$ cat config.mk
export PLATFORM = sky130hd
export DESIGN_NAME = irq_seq
export DESIGN_NICKNAME = d
export VERILOG_FILES = /design/src/rtl/irq_seq_pkg.sv /design/src/rtl/irq_seq_arb.sv /design/src/rtl/irq_seq_ctrl.sv /design/src/rtl/irq_seq.sv
export SDC_FILE = /design/constraint.sdc
export NUM_CORES = 1
export LEC_CHECK = 0
export ABC_AREA = 1
export BUFFER_PORTS_ARGS = -buffer_cell sky130_fd_sc_hd__buf_4
export CORE_ASPECT_RATIO = 1.75
export CORE_MARGIN = 2
export CORE_UTILIZATION = 55
export DETAILED_ROUTE_END_ITERATION = 7
export GPL_TIMING_DRIVEN = 0
export HOLD_SLACK_MARGIN = 0.02
export PLACE_DENSITY = 0.84
export SLEW_MARGIN = 15
export SYNTH_ARGS = -nofsm -noshare
export SYNTH_HDL_FRONTEND = slang
export SYNTH_SLANG_ARGS = --single-unit
$ cat constraint.sdc
create_clock -name clk -period 2.6 [get_ports clk]
set_input_delay 0.26 -clock clk [delete_from_list [all_inputs] [get_ports clk]]
set_output_delay 0.26 -clock clk [all_outputs]
set_load 0.1 [all_outputs]
$ cat src/rtl/irq_seq_pkg.sv
`timescale 1ns/1ps
package irq_seq_pkg;
  typedef enum logic [2:0] {K_RST, K_NMI, K_IRQ, K_BRK, K_RTI} src_e;

  typedef enum logic [3:0] {
    S_IDLE,
    E_PUSH_HI, E_PUSH_LO, E_PUSH_ST, E_VEC_LO, E_VEC_HI, E_VEC_WAIT, E_DONE,
    R_INC, R_PULL_ST, R_PULL_LO, R_PULL_HI, R_WAIT, R_DONE
  } seq_e;

  localparam int BIT_IDIS = 2;
  localparam int BIT_BRK  = 4;
endpackage

$ cat src/rtl/irq_seq_arb.sv
`timescale 1ns/1ps
module irq_seq_arb
  import irq_seq_pkg::*;
(
  input  logic clk,
  input  logic rst,
  input  logic nmi_in,
  input  logic irq_in,
  input  logic brk_req,
  input  logic rti_req,
  input  logic boundary,
  input  logic idis,
  input  logic idle,
  output logic go,
  output src_e src
);
  logic nmi_q, nmi_pend, rst_pend;
  logic nmi_rise;

  assign nmi_rise = nmi_in & ~nmi_q;

  always_comb begin
    go  = 1'b0;
    src = K_RST;
    if (idle) begin
      if (rst_pend) begin
        go = 1'b1;
      end else if (boundary) begin
        if (nmi_pend) begin
          go = 1'b1; src = K_NMI;
        end else if (irq_in && !idis) begin
          go = 1'b1; src = K_IRQ;
        end else if (brk_req) begin
          go = 1'b1; src = K_BRK;
        end else if (rti_req) begin
          go = 1'b1; src = K_RTI;
        end
      end
    end
  end

  always_ff @(posedge clk) begin
    if (rst) begin
      nmi_q    <= 1'b0;
      nmi_pend <= 1'b0;
      rst_pend <= 1'b1;
    end else begin
      nmi_q    <= nmi_in;
      rst_pend <= rst_pend & ~go;
      nmi_pend <= (nmi_pend & ~(go && src == K_NMI)) | nmi_rise;
    end
  end
endmodule

$ cat src/rtl/irq_seq_ctrl.sv
`timescale 1ns/1ps
module irq_seq_ctrl
  import irq_seq_pkg::*;
#(
  parameter int DW = 8,
  parameter int AW = 2 * DW,
  parameter logic [DW-1:0] STACK_PAGE = 8'h01,
  parameter logic [DW-1:0] SP_INIT    = 8'hFD,
  parameter logic [AW-1:0] VEC_NMI    = 16'hFFFA,
  parameter logic [AW-1:0] VEC_RST    = 16'hFFFC,
  parameter logic [AW-1:0] VEC_IRQ    = 16'hFFFE
)(
  input  logic          clk,
  input  logic          rst,
  input  logic          go,
  input  src_e          src,
  input  logic [AW-1:0] pc_in,
  input  logic [DW-1:0] sp_in,
  input  logic [DW-1:0] p_in,
  input  logic [DW-1:0] mem_rdata,
  output logic [AW-1:0] mem_addr,
  output logic          mem_wr,
  output logic [DW-1:0] mem_wdata,
  output logic [AW-1:0] pc_out,
  output logic [DW-1:0] sp_out,
  output logic [DW-1:0] p_out,
  output logic          busy,
  output logic          done,
  output logic          idle
);
  localparam logic [DW-1:0] IDIS_M = DW'(1) << BIT_IDIS;
  localparam logic [DW-1:0] BRK_M  = DW'(1) << BIT_BRK;

  seq_e          st;
  src_e          kind;
  logic [AW-1:0] pc_sav, pc_r;
  logic [DW-1:0] sp_r, p_sav, p_r, lo_r;
  logic [AW-1:0] stk_addr, vec_base;
  logic [DW-1:0] pushed_st;

  always_ff @(posedge clk) begin
    if (rst) begin
      st     <= S_IDLE;
      kind   <= K_RST;
      pc_sav <= '0;
      pc_r   <= '0;
      sp_r   <= '0;
      p_sav  <= '0;
      p_r    <= '0;
      lo_r   <= '0;
    end else begin
      case (st)
        S_IDLE: if (go) begin
          pc_sav <= pc_in;
          sp_r   <= sp_in;
          p_sav  <= p_in;
          kind   <= src;
          st     <= (src == K_RTI) ? R_INC : E_PUSH_HI;
        end
        E_PUSH_HI: begin sp_r <= sp_r - DW'(1); st <= E_PUSH_LO; end
        E_PUSH_LO: begin sp_r <= sp_r - DW'(1); st <= E_PUSH_ST; end
        E_PUSH_ST: begin sp_r <= sp_r - DW'(1); st <= E_VEC_LO;  end
        E_VEC_LO:  st <= E_VEC_HI;
        E_VEC_HI:  begin lo_r <= mem_rdata; st <= E_VEC_WAIT; end
        E_VEC_WAIT: begin
          pc_r <= {mem_rdata, lo_r};
          p_r  <= p_sav | IDIS_M;
          if (kind == K_RST) sp_r <= SP_INIT;
          st   <= E_DONE;
        end
        E_DONE:    st <= S_IDLE;
        R_INC:     begin sp_r <= sp_r + DW'(1); st <= R_PULL_ST; end
        R_PULL_ST: begin sp_r <= sp_r + DW'(1); st <= R_PULL_LO; end
        R_PULL_LO: begin p_r <= mem_rdata; sp_r <= sp_r + DW'(1); st <= R_PULL_HI; end
        R_PULL_HI: begin lo_r <= mem_rdata; st <= R_WAIT; end
        R_WAIT:    begin pc_r <= {mem_rdata, lo_r}; st <= R_DONE; end
        R_DONE:    st <= S_IDLE;
        default:   st <= S_IDLE;
      endcase
    end
  end

  assign stk_addr = {STACK_PAGE, sp_r};

  always_comb begin
    case (kind)
      K_NMI:   vec_base = VEC_NMI;
      K_RST:   vec_base = VEC_RST;
      default: vec_base = VEC_IRQ;
    endcase
  end

  assign pushed_st = (kind == K_BRK) ? (p_sav | BRK_M) : (p_sav & ~BRK_M);

  always_comb begin
    mem_addr  = '0;
    mem_wr    = 1'b0;
    mem_wdata = '0;
    case (st)
      E_PUSH_HI: begin
        mem_addr = stk_addr; mem_wr = (kind != K_RST); mem_wdata = pc_sav[AW-1:DW];
      end
      E_PUSH_LO: begin
        mem_addr = stk_addr; mem_wr = (kind != K_RST); mem_wdata = pc_sav[DW-1:0];
      end
      E_PUSH_ST: begin
        mem_addr = stk_addr; mem_wr = (kind != K_RST); mem_wdata = pushed_st;
      end
      E_VEC_LO:  mem_addr = vec_base;
      E_VEC_HI:  mem_addr = vec_base | AW'(1);
      R_PULL_ST, R_PULL_LO, R_PULL_HI: mem_addr = stk_addr;
      default: ;
    endcase
  end

  assign pc_out = pc_r;
  assign sp_out = sp_r;
  assign p_out  = p_r;
  assign idle   = (st == S_IDLE);
  assign busy   = (st != S_IDLE);
  assign done   = (st == E_DONE) || (st == R_DONE);
endmodule

$ cat src/rtl/irq_seq.sv
`timescale 1ns/1ps
module irq_seq
  import irq_seq_pkg::*;
#(
  parameter int DW = 8,
  parameter int AW = 2 * DW,
  parameter logic [DW-1:0] STACK_PAGE = 8'h01,
  parameter logic [DW-1:0] SP_INIT    = 8'hFD,
  parameter logic [AW-1:0] VEC_NMI    = 16'hFFFA,
  parameter logic [AW-1:0] VEC_RST    = 16'hFFFC,
  parameter logic [AW-1:0] VEC_IRQ    = 16'hFFFE
)(
  input  logic          clk,
  input  logic          rst,
  input  logic          nmi_in,
  input  logic          irq_in,
  input  logic          brk_req,
  input  logic          rti_req,
  input  logic          boundary,
  input  logic [AW-1:0] pc_in,
  input  logic [DW-1:0] sp_in,
  input  logic [DW-1:0] p_in,
  output logic [AW-1:0] mem_addr,
  output logic          mem_wr,
  output logic [DW-1:0] mem_wdata,
  input  logic [DW-1:0] mem_rdata,
  output logic [AW-1:0] pc_out,
  output logic [DW-1:0] sp_out,
  output logic [DW-1:0] p_out,
  output logic          busy,
  output logic          done
);
  logic go, idle;
  src_e src;

  irq_seq_arb u_arb (
    .clk(clk), .rst(rst), .nmi_in(nmi_in), .irq_in(irq_in),
    .brk_req(brk_req), .rti_req(rti_req), .boundary(boundary),
    .idis(p_in[BIT_IDIS]), .idle(idle), .go(go), .src(src)
  );

  irq_seq_ctrl #(
    .DW(DW), .AW(AW), .STACK_PAGE(STACK_PAGE), .SP_INIT(SP_INIT),
    .VEC_NMI(VEC_NMI), .VEC_RST(VEC_RST), .VEC_IRQ(VEC_IRQ)
  ) u_ctrl (
    .clk(clk), .rst(rst), .go(go), .src(src),
    .pc_in(pc_in), .sp_in(sp_in), .p_in(p_in), .mem_rdata(mem_rdata),
    .mem_addr(mem_addr), .mem_wr(mem_wr), .mem_wdata(mem_wdata),
    .pc_out(pc_out), .sp_out(sp_out), .p_out(p_out),
    .busy(busy), .done(done), .idle(idle)
  );
endmodule

==> qor.csv <==
stage,metric,value,unit
outcome,run_status,finished clean,
yosys,xor_xnor_fraction_of_synth_area,0.493,%
clocking,cts_hold_buffers,0,
power,total_power,0.00645,W
cells_and_area,most-common-layout-cells,"buf_4 (111), nor2_1 (95), nand2_1 (79)",
yosys,synth_compound_area_share,21.0,%
clocking,cts_tree,done,
clocking,postCtsSetupBuffers,0,
sta,tightestPinTransition,0.647,ns
floorplan,initial_utilization,57.0,%
sta,final_critical_path_setup_slack,0.172,ns
clocking,post_cts.resized_instances,0,
floorplan,core-area,6230,um2
floorplan,pin_count,106,
clocking,ctsLongestPathBuffers,2,
yosys,synth_nets,557,
placement,hpwl,7.84,mm
clocking,clk_pin_slew_worst_paths,0.07,ns
global_routing,number_of_global_route_vias_before_repair,3534,
yosys,synth.yosys.seq_area_share,41.7,%
worst_setup_path,worst_ep_arrival_time,2.17,ns
clocking,h-tree-depth,3,
worst_setup_path,regToRegSetupSlack,0.57,ns
power,peak_ir_drop_on_the_vdd_network,922,uV
global_routing,grt_start_max_net_pins,13,
floorplan,die_area,7140,um2
worst_setup_path,worstPathRequired,2.34,ns
worst_setup_path,worst-r2r-cell-count,12,
global_routing,grt_pass1_wl,15.9,mm
yosys,adder_cell_share_of_the_synthesized_area,1.41,%
sta,clock-skew-final,0.00954,ns
cells_and_area,fillerInstances,531,
clocking,numCtsBuffers,9,
power,pd_cells,1380,nW/um2
run,drv_cap,0,
placement,preCtsSetupSlack,0.569,ns
power,static-leakage-power,2.21,nW
sta,fmax,412,MHz
sta,setup_viol,0,
yosys,ys_dominant_reg_cell,dfxtp_1,
cells_and_area,mostFrequentLayoutCell,buf_4,
floorplan,die_h,110,um
yosys,synth_area_per_cell,7.02,um2
worst_setup_path,cp_max_fo,9,
yosys,synth-edff-count,0,
yosys,synth.cell_area,3550,um2
cells_and_area,antennaDiodeCount,0,
yosys,combinational_family_with_the_most_area_after_synthesis,simple AND/OR/NAND/NOR gates,
detailed_routing,route.detailed.wl_per_inst,14.4,um
detailed_routing,drt_wl_total,10.2,mm
yosys,muxShareOfSynthArea,0,%
yosys,synth_simple_gate_area_share,26.2,%
cells_and_area,num-nets-final,672,
cells_and_area,final_core_utilization,74.9,%
sta,hold_slack_final,0.126,ns
cells_and_area,area_delta_synth_final,31.4,%
floorplan,floorplan.die.width,64.8,um
detailed_routing,drt_drc_violations_left,0,
placement,port_buffers,104,
placement,finalWeightedCongestion,0.987,
yosys,post_synth_inst_count,506,
sta,post-route-period-util,93.4,%
floorplan,number_of_rows_created_at_floorplan,38,
sta,worst_slew_margin_rel,56.7,%
yosys,asyncSetResetFlopFracSynth,0,%
worst_setup_path,critPathCaptureType,primary output,
cells_and_area,drive_gt1_share,27.6,%
global_routing,grt_overflow_total,0,
clocking,clock_sinks,74,
worst_setup_path,worst_setup_path_start_kind,flip-flop,
clocking,clk-insertion-delay-late,0.36,ns
detailed_routing,drt_pass1_iterations,5,
detailed_routing,via_count,3841,
global_routing,antenna_found_initial,0,
sta,unrepaired_setup_endpoints_after_global_routing,no,
detailed_routing,vias_per_cell,5.44,
worst_setup_path,critical_path_class,reg -> out,
clocking,clock-root-buffer,clkbuf_8,
sta,hold_viol_final,0,
sta,layout_min_cycle_time,2.43,ns
detailed_routing,remaining_antenna_violation_count_after_routing,0,
worst_hold_path,worst_hold_check_path_type,in -> reg,
worst_hold_path,min_delay_path_depth,3,
yosys,yosysWarnings,0,
yosys,postSynthRegisterBits,74,
detailed_routing,number_of_drc_markers_in_iteration_0,246,
yosys,synth.lib_cells_used.distinct,35,
sta,final_max_slew_viol_count,0,
global_routing,track_usage,29.3,%
==> synthesized netlist by cell type (all sizes together) (2+ instances only) <==
cell type	count	area (um2)
buf	14	93.8
nand3	28	153
xor2	2	17.5
ha	4	50.1
nor3	2	10.0
o22ai	5	31.3
o21ai	70	373
nor2	100	395
clkbuf	11	41.3
nand2	86	348
inv	51	191
dfxtp	74	1480
nand4	2	12.5
o21a	3	22.5
o211ai	5	37.5
a21oi	41	231
==> per-layer routing <==
layer  part of all wire [%]  track usage [%]  routed length [um]
met1                     35             28.8                3570
met2                     56             56.2                5650
met3                    6.4             7.21                 650
met4                    2.7             13.5                 278
met5                      0                0                   0
==> cell type report <==
type	instances	area [um2]	area share (%)
buffer	25	135	2.89
clock buffer	10	128	2.73
clock inverter	6	57.6	1.23
inverter	51	191	4.10
multi-input combinational	356	1790	38.4
sequential	74	1480	31.7
tap	80	100	2.14
timing repair buffer	104	781	16.7
==> power breakdown <==
part	switching (W)	internal, W	total (W)
Clock	0.000415	0.000436	0.000852
Sequential	0.000229	0.00143	0.00165
Combinational	0.00297	0.000968	0.00394
==> per-stage QoR <==
stage	area [um2]	TNS, ns	cells
after floorplan	3600	-0.279	506
after global placement	4480	0	690
after detailed placement	4480	0	690
after CTS	4670	0	706
after global routing	4670	0	706
final	4670	0	706
==> cell families after synthesis <==
| logic type | after synthesis |
|---|---|
| adders and majority gates | 4 |
| xor gates and xnor gates | 2 |
| and+or+nand+nor | 220 |
| AOI/OAI and AO/OA | 130 |
| buffers and inverters | 76 |
| DFF | 74 |
==> sequential cells by signal (all words and copies together), names as in the netlist <==
name            cells
u_arb.nmi_q         1
u_arb.rst_pend      1
u_ctrl.p_sav        8
u_ctrl.pc_out      16
u_ctrl.st           4
u_ctrl.kind         3
u_arb.nmi_pend      1
u_ctrl.lo_r         8
u_ctrl.pc_sav      16
u_ctrl.sp_out       8
u_ctrl.p_out        8
==> worst paths after layout <==
| path | startpoint | end |
|---|---|---|
| hold / removal | nmi_in | u_arb.nmi_q |
| hold reg to reg | u_ctrl.p_sav[1] | u_ctrl.p_sav[1] |
| setup / recovery | u_ctrl.st[1] | mem_wdata[4] |
| setup reg to reg | u_ctrl.st[1] | u_ctrl.sp_out[7] |
==> critical path: stages (launching register included) <==
cell and delay (ns):
dfxtp_1 0.46, nand2_2 0.20, nor2_1 0.52, nand4_1 0.22
nand3_1 0.13, buf_4 0.29
Note: power is estimated with default switching activity, not from simulation.
